### src/rtl/tagdir_pkg.sv
package tagdir_pkg;
  typedef enum logic [3:0] {
    OP_LOOKUP  = 4'd0,
    OP_PEEK    = 4'd1,
    OP_ACCESS  = 4'd2,
    OP_AVAIL   = 4'd3,
    OP_ALLOC   = 4'd4,
    OP_FREE    = 4'd5,
    OP_PROBE   = 4'd6,
    OP_LOCK    = 4'd7,
    OP_UNLOCK  = 4'd8,
    OP_LOCKED  = 4'd9,
    OP_SETPERM = 4'd10,
    OP_READIDX = 4'd11
  } op_e;

  typedef enum logic [2:0] {
    PERM_NP   = 3'd0,
    PERM_INV  = 3'd1,
    PERM_RO   = 3'd2,
    PERM_RW   = 3'd3,
    PERM_BUSY = 3'd4
  } perm_e;

  typedef enum logic [1:0] {
    KIND_LOAD  = 2'd0,
    KIND_FETCH = 2'd1,
    KIND_STORE = 2'd2
  } kind_e;
endpackage

### src/rtl/tagdir_match.sv
module tagdir_match #(
  parameter int ADDR_W = 32,
  parameter int ASSOC  = 4,
  parameter int WAY_W  = 2
) (
  input  logic [ASSOC-1:0]             vld_i,
  input  logic [ASSOC-1:0][ADDR_W-1:0] addr_i,
  input  logic [ASSOC-1:0][2:0]        perm_i,
  input  logic [ADDR_W-1:0]            key_i,
  output logic                         match_any_o,
  output logic [WAY_W-1:0]             match_way_o,
  output logic                         pres_any_o,
  output logic [WAY_W-1:0]             pres_way_o,
  output logic                         free_any_o,
  output logic [WAY_W-1:0]             free_way_o
);
  logic [ASSOC-1:0] match_v, pres_v, free_v;

  for (genvar w = 0; w < ASSOC; w++) begin : g_way
    assign match_v[w] = vld_i[w] && (addr_i[w] == key_i);
    assign pres_v[w]  = match_v[w] && (perm_i[w] != 3'd0);
    assign free_v[w]  = !vld_i[w] || (perm_i[w] == 3'd0);
  end

  assign match_any_o = |match_v;
  assign pres_any_o  = |pres_v;
  assign free_any_o  = |free_v;

  // lowest way wins
  always_comb begin
    match_way_o = '0;
    pres_way_o  = '0;
    free_way_o  = '0;
    for (int w = ASSOC - 1; w >= 0; w--) begin
      if (match_v[w]) match_way_o = WAY_W'(w);
      if (pres_v[w])  pres_way_o  = WAY_W'(w);
      if (free_v[w])  free_way_o  = WAY_W'(w);
    end
  end
endmodule

### src/rtl/tagdir_lru.sv
module tagdir_lru #(
  parameter int SETS  = 4,
  parameter int ASSOC = 4,
  parameter int IDX_W = 2,
  parameter int WAY_W = 2
) (
  input  logic             clk_i,
  input  logic             rst_ni,
  input  logic             touch_i,
  input  logic [IDX_W-1:0] touch_set_i,
  input  logic [WAY_W-1:0] touch_way_i,
  input  logic [IDX_W-1:0] query_set_i,
  output logic [WAY_W-1:0] victim_o
);
  localparam logic [WAY_W-1:0] OLDEST = WAY_W'(ASSOC - 1);

  // per set the ages form a permutation of 0..ASSOC-1
  logic [SETS-1:0][ASSOC-1:0][WAY_W-1:0] age_q;

  for (genvar s = 0; s < SETS; s++) begin : g_set
    logic [WAY_W-1:0] ref_age;
    assign ref_age = age_q[s][touch_way_i];
    always_ff @(posedge clk_i or negedge rst_ni) begin
      if (!rst_ni) begin
        for (int w = 0; w < ASSOC; w++) age_q[s][w] <= WAY_W'(w);
      end else if (touch_i && (touch_set_i == IDX_W'(s))) begin
        for (int w = 0; w < ASSOC; w++) begin
          if (WAY_W'(w) == touch_way_i)   age_q[s][w] <= '0;
          else if (age_q[s][w] < ref_age) age_q[s][w] <= age_q[s][w] + 1'b1;
        end
      end
    end
  end

  always_comb begin
    victim_o = '0;
    for (int w = 0; w < ASSOC; w++)
      if (age_q[query_set_i][w] == OLDEST) victim_o = WAY_W'(w);
  end
endmodule

### src/rtl/tagdir.sv
module tagdir
  import tagdir_pkg::*;
#(
  parameter int ADDR_W     = 32,
  parameter int LINE_BYTES = 64,
  parameter int ASSOC      = 4,
  parameter int SIZE_BYTES = 1024,
  parameter int START_BIT  = $clog2(LINE_BYTES),
  parameter int CTX_W      = 4,
  localparam int SETS      = SIZE_BYTES / ASSOC / LINE_BYTES,
  localparam int IDX_W     = $clog2(SETS),
  localparam int WAY_W     = (ASSOC > 1) ? $clog2(ASSOC) : 1,
  localparam int ENTRIES   = SETS * ASSOC,
  localparam int FLAT_W    = $clog2(ENTRIES)
) (
  input  logic              clk_i,
  input  logic              rst_ni,
  input  logic              req_valid_i,
  output logic              req_ready_o,
  input  logic [3:0]        req_op_i,
  input  logic [ADDR_W-1:0] req_addr_i,
  input  logic [1:0]        req_kind_i,
  input  logic              req_touch_i,
  input  logic [CTX_W-1:0]  req_ctx_i,
  input  logic [2:0]        req_perm_i,
  output logic              rsp_valid_o,
  output logic              rsp_err_o,
  output logic              rsp_hit_o,
  output logic [WAY_W-1:0]  rsp_way_o,
  output logic              rsp_grant_o,
  output logic              rsp_avail_o,
  output logic              rsp_locked_o,
  output logic [ADDR_W-1:0] rsp_addr_o
);
  localparam logic [CTX_W-1:0] NO_OWNER = '1;

  logic [ENTRIES-1:0]             ent_vld;
  logic [ENTRIES-1:0][ADDR_W-1:0] ent_addr;
  logic [ENTRIES-1:0][2:0]        ent_perm;
  logic [ENTRIES-1:0][CTX_W-1:0]  ent_own;

  logic             ready_q;
  logic             fire;
  logic [IDX_W-1:0] req_set;

  function automatic logic [FLAT_W-1:0] flat(input logic [IDX_W-1:0] s,
                                             input logic [WAY_W-1:0] w);
    return FLAT_W'(int'(s) * ASSOC + int'(w));
  endfunction

  assign req_ready_o = ready_q;
  assign fire        = req_valid_i && ready_q;
  assign req_set     = req_addr_i[START_BIT +: IDX_W];

  // ways of the addressed set
  logic [ASSOC-1:0]             set_vld;
  logic [ASSOC-1:0][ADDR_W-1:0] set_addr;
  logic [ASSOC-1:0][2:0]        set_perm;

  always_comb begin
    for (int w = 0; w < ASSOC; w++) begin
      set_vld[w]  = ent_vld[flat(req_set, WAY_W'(w))];
      set_addr[w] = ent_addr[flat(req_set, WAY_W'(w))];
      set_perm[w] = ent_perm[flat(req_set, WAY_W'(w))];
    end
  end

  logic             match_any, pres_any, free_any;
  logic [WAY_W-1:0] match_way, pres_way, free_way, victim_way;

  tagdir_match #(.ADDR_W(ADDR_W), .ASSOC(ASSOC), .WAY_W(WAY_W)) u_match (
    .vld_i       (set_vld),
    .addr_i      (set_addr),
    .perm_i      (set_perm),
    .key_i       (req_addr_i),
    .match_any_o (match_any),
    .match_way_o (match_way),
    .pres_any_o  (pres_any),
    .pres_way_o  (pres_way),
    .free_any_o  (free_any),
    .free_way_o  (free_way)
  );

  logic             touch_d;
  logic [WAY_W-1:0] touch_way_d;

  tagdir_lru #(.SETS(SETS), .ASSOC(ASSOC), .IDX_W(IDX_W), .WAY_W(WAY_W)) u_lru (
    .clk_i       (clk_i),
    .rst_ni      (rst_ni),
    .touch_i     (fire && touch_d),
    .touch_set_i (req_set),
    .touch_way_i (touch_way_d),
    .query_set_i (req_set),
    .victim_o    (victim_way)
  );

  // command decode
  logic              err_d, hit_d, grant_d, avail_d, locked_d, wr_d;
  logic [WAY_W-1:0]  way_d;
  logic [ADDR_W-1:0] addr_d;
  logic [FLAT_W-1:0] tgt, ridx;
  logic              n_vld;
  logic [ADDR_W-1:0] n_addr;
  logic [2:0]        n_perm;
  logic [CTX_W-1:0]  n_own;
  logic [2:0]        hit_perm;
  logic              avail;

  assign avail    = match_any || free_any;
  assign hit_perm = ent_perm[flat(req_set, pres_way)];
  assign ridx     = req_addr_i[FLAT_W-1:0];

  always_comb begin
    err_d       = 1'b0;
    hit_d       = 1'b0;
    grant_d     = 1'b0;
    avail_d     = 1'b0;
    locked_d    = 1'b0;
    way_d       = '0;
    addr_d      = '0;
    touch_d     = 1'b0;
    touch_way_d = pres_way;
    wr_d        = 1'b0;
    tgt = (req_op_i == OP_ALLOC) ? flat(req_set, free_way) : flat(req_set, pres_way);
    n_vld  = ent_vld[tgt];
    n_addr = ent_addr[tgt];
    n_perm = ent_perm[tgt];
    n_own  = ent_own[tgt];
    case (req_op_i)
      OP_LOOKUP: begin
        hit_d   = pres_any;
        way_d   = pres_any ? pres_way : '0;
        touch_d = pres_any;
      end
      OP_PEEK: begin
        hit_d = match_any;
        way_d = match_any ? match_way : '0;
      end
      OP_ACCESS: begin
        hit_d   = pres_any;
        way_d   = pres_any ? pres_way : '0;
        touch_d = pres_any;
        grant_d = pres_any && ((hit_perm == PERM_RW) ||
                  ((hit_perm == PERM_RO) &&
                   ((req_kind_i == KIND_LOAD) || (req_kind_i == KIND_FETCH))));
      end
      OP_AVAIL: avail_d = avail;
      OP_ALLOC: begin
        if (pres_any || !free_any) err_d = 1'b1;
        else begin
          wr_d        = 1'b1;
          way_d       = free_way;
          n_vld       = 1'b1;
          n_addr      = req_addr_i;
          n_perm      = PERM_INV;
          n_own       = NO_OWNER;
          touch_d     = req_touch_i;
          touch_way_d = free_way;
        end
      end
      OP_FREE: begin
        if (!pres_any) err_d = 1'b1;
        else begin
          wr_d   = 1'b1;
          n_vld  = 1'b0;
          n_perm = PERM_NP;
          n_own  = NO_OWNER;
        end
      end
      OP_PROBE: begin
        if (avail) err_d = 1'b1;
        else begin
          way_d  = victim_way;
          addr_d = ent_addr[flat(req_set, victim_way)];
        end
      end
      OP_LOCK, OP_UNLOCK: begin
        if (!pres_any) err_d = 1'b1;
        else begin
          wr_d  = 1'b1;
          n_own = (req_op_i == OP_LOCK) ? req_ctx_i : NO_OWNER;
        end
      end
      OP_LOCKED: begin
        if (!pres_any) err_d = 1'b1;
        else locked_d = (ent_own[tgt] == req_ctx_i);
      end
      OP_SETPERM: begin
        if (!pres_any || (req_perm_i > PERM_BUSY)) err_d = 1'b1;
        else begin
          wr_d   = 1'b1;
          n_perm = req_perm_i;
        end
      end
      OP_READIDX: begin
        if (req_addr_i >= ADDR_W'(ENTRIES)) err_d = 1'b1;
        else if (ent_vld[ridx] && (ent_perm[ridx] > PERM_INV))
          addr_d = ent_addr[ridx];
      end
      default: err_d = 1'b1;
    endcase
  end

  always_ff @(posedge clk_i or negedge rst_ni) begin
    if (!rst_ni) begin
      ent_vld  <= '0;
      ent_addr <= '0;
      ent_perm <= '0;
      ent_own  <= {ENTRIES{NO_OWNER}};
    end else if (fire && wr_d) begin
      ent_vld[tgt]  <= n_vld;
      ent_addr[tgt] <= n_addr;
      ent_perm[tgt] <= n_perm;
      ent_own[tgt]  <= n_own;
    end
  end

  always_ff @(posedge clk_i or negedge rst_ni) begin
    if (!rst_ni) begin
      ready_q      <= 1'b0;
      rsp_valid_o  <= 1'b0;
      rsp_err_o    <= 1'b0;
      rsp_hit_o    <= 1'b0;
      rsp_way_o    <= '0;
      rsp_grant_o  <= 1'b0;
      rsp_avail_o  <= 1'b0;
      rsp_locked_o <= 1'b0;
      rsp_addr_o   <= '0;
    end else begin
      ready_q      <= 1'b1;
      rsp_valid_o  <= fire;
      rsp_err_o    <= fire && err_d;
      rsp_hit_o    <= fire && hit_d;
      rsp_way_o    <= fire ? way_d : '0;
      rsp_grant_o  <= fire && grant_d;
      rsp_avail_o  <= fire && avail_d;
      rsp_locked_o <= fire && locked_d;
      rsp_addr_o   <= fire ? addr_d : '0;
    end
  end
endmodule

### config.mk
export PLATFORM = sky130hd
export DESIGN_NAME = tagdir
export DESIGN_NICKNAME = d
export VERILOG_FILES = /design/src/rtl/tagdir_pkg.sv /design/src/rtl/tagdir_match.sv /design/src/rtl/tagdir_lru.sv /design/src/rtl/tagdir.sv
export SDC_FILE = /design/constraint.sdc
export NUM_CORES = 2
export LEC_CHECK = 0
export BUFFER_PORTS_ARGS = -buffer_cell sky130_fd_sc_hd__buf_4
export CAP_MARGIN = 20
export CORE_MARGIN = 2
export CORE_UTILIZATION = 64
export DETAILED_ROUTE_END_ITERATION = 10
export HOLD_SLACK_MARGIN = 0.02
export PLACE_DENSITY = 0.81
export SETUP_SLACK_MARGIN = 0.1
export SLEW_MARGIN = 30
export SYNTH_ARGS = -nofsm -noshare
export SYNTH_HDL_FRONTEND = slang
export SYNTH_HIERARCHICAL = 1
export SYNTH_SLANG_ARGS = --single-unit
### constraint.sdc
create_clock -name clk_i -period 6.1 [get_ports clk_i]
set_input_delay 1.525 -clock clk_i [delete_from_list [all_inputs] [get_ports clk_i]]
set_output_delay 1.525 -clock clk_i [all_outputs]
set_load 0.01 [all_outputs]
# Word level (Yosys, flattened, before mapping)

Cells that the tools add are included.
Widths: inputs -> output; s select.

Flip-flop bits (word level): 713
Input port bits: 49
Word-level logic and storage cells: 401

Add/sub/neg operators: 22
$lt $le $gt $ge: 30
Equal/unequal tests: 28
Muxes and demuxes: 156
Reductions and logical operators: 91

Operator list:

| operator            | count |
|---|---|
| $bmux 32 s4         | 6 |
| $bwmux 512          | 1 |
| $mux 32             | 14 |
| $demux 32 s4        | 1 |
| $eq 32x32->1        | 4 |
| $mux 2              | 57 |
| $bmux 3 s4          | 6 |
| $bmux 32 s2         | 1 |
| $bwmux 64           | 1 |
| $pmux 32 s2         | 1 |
| $bwmux 48           | 1 |
| $lt 4x5->1 const B  | 8 |
| $mux 3              | 11 |
| $add 2x1->2 const B | 16 |
| $ge 32x5->1 const B | 1 |
| $lt 2x2->1          | 16 |
| $reduce_and 2->1    | 16 |
| $reduce_bool 2->1   | 16 |
| $mux 4              | 7 |
| $logic_and 1x1->1   | 24 |
| $mux 1              | 23 |
| $bmux 1 s4          | 5 |
| $reduce_or 4->1     | 5 |
| $bmux 2 s2          | 4 |
| other kinds (40)    | 82 |

# Depth between registers and ports, before layout

Depth after elaboration: 19
Mapped depth: 29
Depth with buffers taken out: 18

# Modules after synthesis

The synthesis kept the hierarchy.

Modules (own cells, without submodules):

| module       | instances | cells an instance | area each (sq um) | sequential area each (sq um) |
|---|---|---|---|---|
| tagdir       | 1         | 3372              | 38481.9           | 17121.4 |
| tagdir_lru   | 1         | 280               | 2521.2            | 820.8 |
| tagdir_match | 1         | 210               | 1614.0            | 0.0 |

# Worst setup path after synthesis

No wires, ideal clock.

Path type: input to register
Start point: in req_addr_i[6]
End point: reg u_lru/age_q[13] in the netlist's numbering
Setup time: 0.085 ns
Arrival time: 7.309 ns
Required time: 6.015 ns
Path slack: -1.293 ns
Stages on the path: 28
Path through: clkbuf_1 -> buf_2 -> buf_4 -> buf_2 -> buf_2 -> buf_2 -> buf_2 -> mux4_2 -> or3_1 -> nand4_1 -> nor3_4 -> nor2_1 -> nand3b_1 -> nor2b_1 -> and2_1 -> clkbuf_1 -> clkbuf_1 -> nand2_1 -> nand2_1 -> buf_2 -> buf_2 -> mux4_1 -> inv_1 -> ha_1 -> nor3b_1 -> a21oi_1 -> o22ai_1 -> a31oi_1

RTL lines:

| element                       | line             | source |
|---|---|---|
| start, declared               | tagdir.sv:21     | `input logic [ADDR_W-1:0] req_addr_i,` |
| end signal, assigned by index | tagdir_lru.sv:28 | `if (WAY_W'(w) == touch_way_i) age_q[s][w] <= '0;` |
| end, declared                 | tagdir_lru.sv:18 | `logic [SETS-1:0][ASSOC-1:0][WAY_W-1:0] age_q;` |

==> results by group <==
Status
  • Outcome: finished clean

GRT
  • Global-route usage over all layers: 42.6%
  • First-pass GRT wire length: 218000 µm
  • Initial antenna violation count: 7
  • Global route total overflow: 0
  • Largest net degree at the start of global routing: 102
  • Vias in the first global route: 36718

Worst setup path
  • CP Capture Type: register
  • Reg2reg setup slack: 0.88 ns
  • Critical Path RT: 6.68 ns
  • Startpoint Class: input pin
  • Critical path type: input pin to register
  • Critical path peak fanout: 21
  • Worst Path Arrival: 6.55 ns

Clock tree
  • H-tree levels: 3
  • Worst skew pair latency: 0.67 ns
  • CTS tree: done
  • Clock buffer depth: 3
  • Root Driver: clkbuf_16
  • CTS sink count: 713
  • TritonCTS buffer count: 76
  • Worst-path clk slew: 0.06 ns
  • Post-CTS Hold Buffers: 0

STA
  • Fin. max-slew vios: 0
  • Final Skew: 0.0391 ns
  • Final Hold Fails: 0
  • RSZ-0062 raised after global routing: false
  • Worst slew pin tran: 1.11 ns
  • F_max: 167 MHz
  • Slew margin rel.: 25.9%
  • Period minus WS final: 5.97 ns
  • Crit share post-route: 97.9%
  • Setup violators final: 0

Synth
  • Cells after Synth: 3862
  • Warnings from Yosys: 6
  • Post-synth ARST share: 100%
  • Post-synthesis area per instance: 11.0 µm²
  • Post-Synth XOR/XNOR Area: 2.63%
  • Synth top area share: 37.2%
  • Area contributors post-synth: dfrtp_1 (37%), mux4_2 (26%), nand2_1 (6.7%)
  • Simple-Gate Fraction of Synth Area: 12.2%
  • Main synth FF type: dfrtp_1
  • Most frequent cell after synthesis: nand2_1
  • Sequential area share after synthesis: 42.1%
  • Post-Synth Adder-Cell Area: 0.470%
  • Commonest cells post-synth: nand2_1 (763), dfrtp_1 (633), o21ai_1 (513), mux4_2 (491), clkbuf_1 (261)
  • Yosys cell types: 78
  • Synthesized area: 0.0426 mm²
  • Post-synthesis compound-gate area fraction: 11.2%
  • Synthesis-stage register bit count: 713
  • Largest family of logic cells by synthesized area: multiplexers
  • Synth area leader: dfrtp_1
  • Number of synthesized flops with an enable pin: 0
  • Mapped Nets: 3927
  • Post-synthesis mux area share: 27.9%

Placement
  • Post-DP HPWL: 95100 µm
  • IO Port Bufs: 88
  • GPL Wtd Cong: 1.04
  • Cell Area, Placed: 0.0472 mm²

Final layout
  • Area grow syn2layout: 17.5%
  • Nets: 4129
  • Fill cells: 3902
  • Register area: 0.0179 mm²
  • Utilization after layout: 76.1%
  • Final Cell Area: 0.0501 mm²
  • Share of cells above drive strength 1: 30.8%
  • Area of the multi-input gates: 0.0237 mm²

Die
  • Die ar.: 0.0687 mm²
  • Core Area: 0.0659 mm²
  • Die Ht: 262 µm
  • Starting Density: 64.7%
  • # rows: 94
  • I/O Pins: 90
  • Die width: 262 µm

Min path
  • Worst Hold Class: register to register

Detailed routing
  • Remaining antenna violation count: 0
  • Vias: 36376
  • Final WL: 143000 µm
  • Drt first pass iters: 9
  • Vias per inst: 7.29
  • DRC: 0
  • Routed length per instance: 28.7 µm
  • DR iter-0 viols: 5379

Pwr
  • Power Density: 210 mW/mm²
  • Worst IR Drop VDD: 0.223 mV
  • Pleak: 20.2 nW

Run
  • Max-capacitance violation count: 0
==> final timing paths <==
kind | startpoint | end | cells after the start
worst max register to register | ent_addr[304] | u_lru/age_q[6] | 19
worst min-delay path | ent_own[19] | ent_own[19] | 2
worst min register to register | ent_own[19] | ent_own[19] | 2
worst max-delay path | req_addr_i[6] | u_lru/age_q[6] | 21
min in group asynchronous | rst_ni | u_lru/age_q[25] | 1
max in group asynchronous | rst_ni | ent_addr[389] | 2
==> cell type report <==
type / instances / area share (%)
clock buffer: 105 / 4.44
antenna: 3 / 0.0150
tap: 864 / 2.16
inverter: 21 / 0.172
multi-input combinational: 2791 / 47.3
sequential: 713 / 35.8
clock inverter: 30 / 0.819
timing repair buffer: 461 / 9.27
==> critical path, cell delays in order <==
cell,delay [ns]
buf_16,0.24
buf_4,0.20
mux4_2,0.57
xor2_1,0.21
nor4_2,0.49
nand4_1,0.24
or3_4,0.47
nand2b_1,0.21
nand3b_1,0.17
buf_4,0.19
nor2b_1,0.08
and2_2,0.24
nand2_2,0.08
nand2_1,0.08
buf_12,0.16
mux4_2,0.43
inv_2,0.11
ha_1,0.26
nor2_2,0.16
o21ai_0,0.13
a22o_1,0.29
==> kinds of logic (layout without fill, tap and decap cells) <==
| kind of cell | after synthesis | count (layout) |
|---|---|---|
| fa+ha+maj | 16 | 16 |
| simple gates | 1204 | 1204 |
| mux | 568 | 568 |
| flops | 713 | 713 |
| other cells | 1 | 4 |
| compound gates | 874 | 874 |
| buf+inv | 358 | 617 |
| xor+xnor | 128 | 128 |
==> metal layers <==
| layer | up-vias | track usage [%] | share of wire (%) |
|---|---|---|---|
| li1 | 14774 | - | - |
| met3 | 875 | 15.2 | 14 |
| met5 | - | 0.139 | 0.066 |
| met1 | 17774 | 53.4 | 33 |
| met4 | 10 | 26.9 | 7.8 |
| met2 | 2943 | 63.7 | 45 |
==> what timing repair did <==
item,CTS,global route
endpoints found under the setup margin,67,673
pin swaps,2,3
setup buffers,2,6
resized for setup,3,17
==> placed cells by master, fill, tap and decap left out, types with 6 or more instances in the layout <==
cell        synthesis  final
nand2b_1           22     22
o221a_2            12     12
nor2b_1            19     19
and3_1             36     34
nand2_1           763    747
clkbuf_8            0     16
mux2i_1            68     66
nand3_1            85     81
a211oi_1           16     16
nand4_1            16     16
nor3b_1            11      9
a21oi_1           104    102
a31oi_1            28     28
xor2_1            103    103
nand2_4             0     13
nor2_2              1     16
dfstp_2            80     80
buf_4               6    365
nor2_1            171    155
clkbuf_16           0     79
o21ai_0           119    114
mux4_2            491    493
nor3_1             12     10
xnor2_1            25     25
bufinv_16           0      8
clkinvlp_4          0      6
clkbuf_1          261     11
ha_1               16      6
o21ai_1           513    517
dfrtp_1           633    633
o21a_1              6      6
a22oi_1            34     34
nor4_1             32     24
o22a_1              8      8
inv_1              20     16
clkinv_2            0      9
buf_12              1     89
ha_4                0     10
==> where the power goes <==
group | leakage [nW] | internal [mW] | switching [mW]
clock | 1.28 | 2.90 | 2.04
sequential | 9.66 | 4.74 | 0.0127
combinational | 9.29 | 0.314 | 0.514
==> through the flow <==
| stage | power (mW) | hold WS, ns | setup WS, ns | TNS [ns] | instances |
|---|---|---|---|---|---|
| after floorplan | 5.26 | 0.443 | 0.0335 | 0 | 3862 |
| after global placement | 5.61 | 0.448 | -0.785 | -294.30 | 4841 |
| after detailed placement | 5.63 | 0.453 | -0.624 | -291.04 | 4841 |
| after CTS | 10.5 | 0.461 | 0.101 | 0 | 4978 |
| after global routing | 10.8 | 0.474 | 0.0743 | 0 | 4986 |
| final | 10.5 | 0.459 | 0.128 | 0 | 4988 |
==> sequential cells by signal, summed over array words and instances (netlist names) <==
| register | cells |
|---|---|
| rsp_avail_o | 1 |
| u_lru/age_q | 32 |
| ent_own | 64 |
| rsp_valid_o | 1 |
| rsp_way_o | 2 |
| rsp_grant_o | 1 |
| rsp_err_o | 1 |
| ent_addr | 512 |
| rsp_addr_o | 32 |
| ent_perm | 48 |
| req_ready_o | 1 |
| rsp_locked_o | 1 |
| ent_vld | 16 |
| rsp_hit_o | 1 |
(Power assumes the default switching activity.)
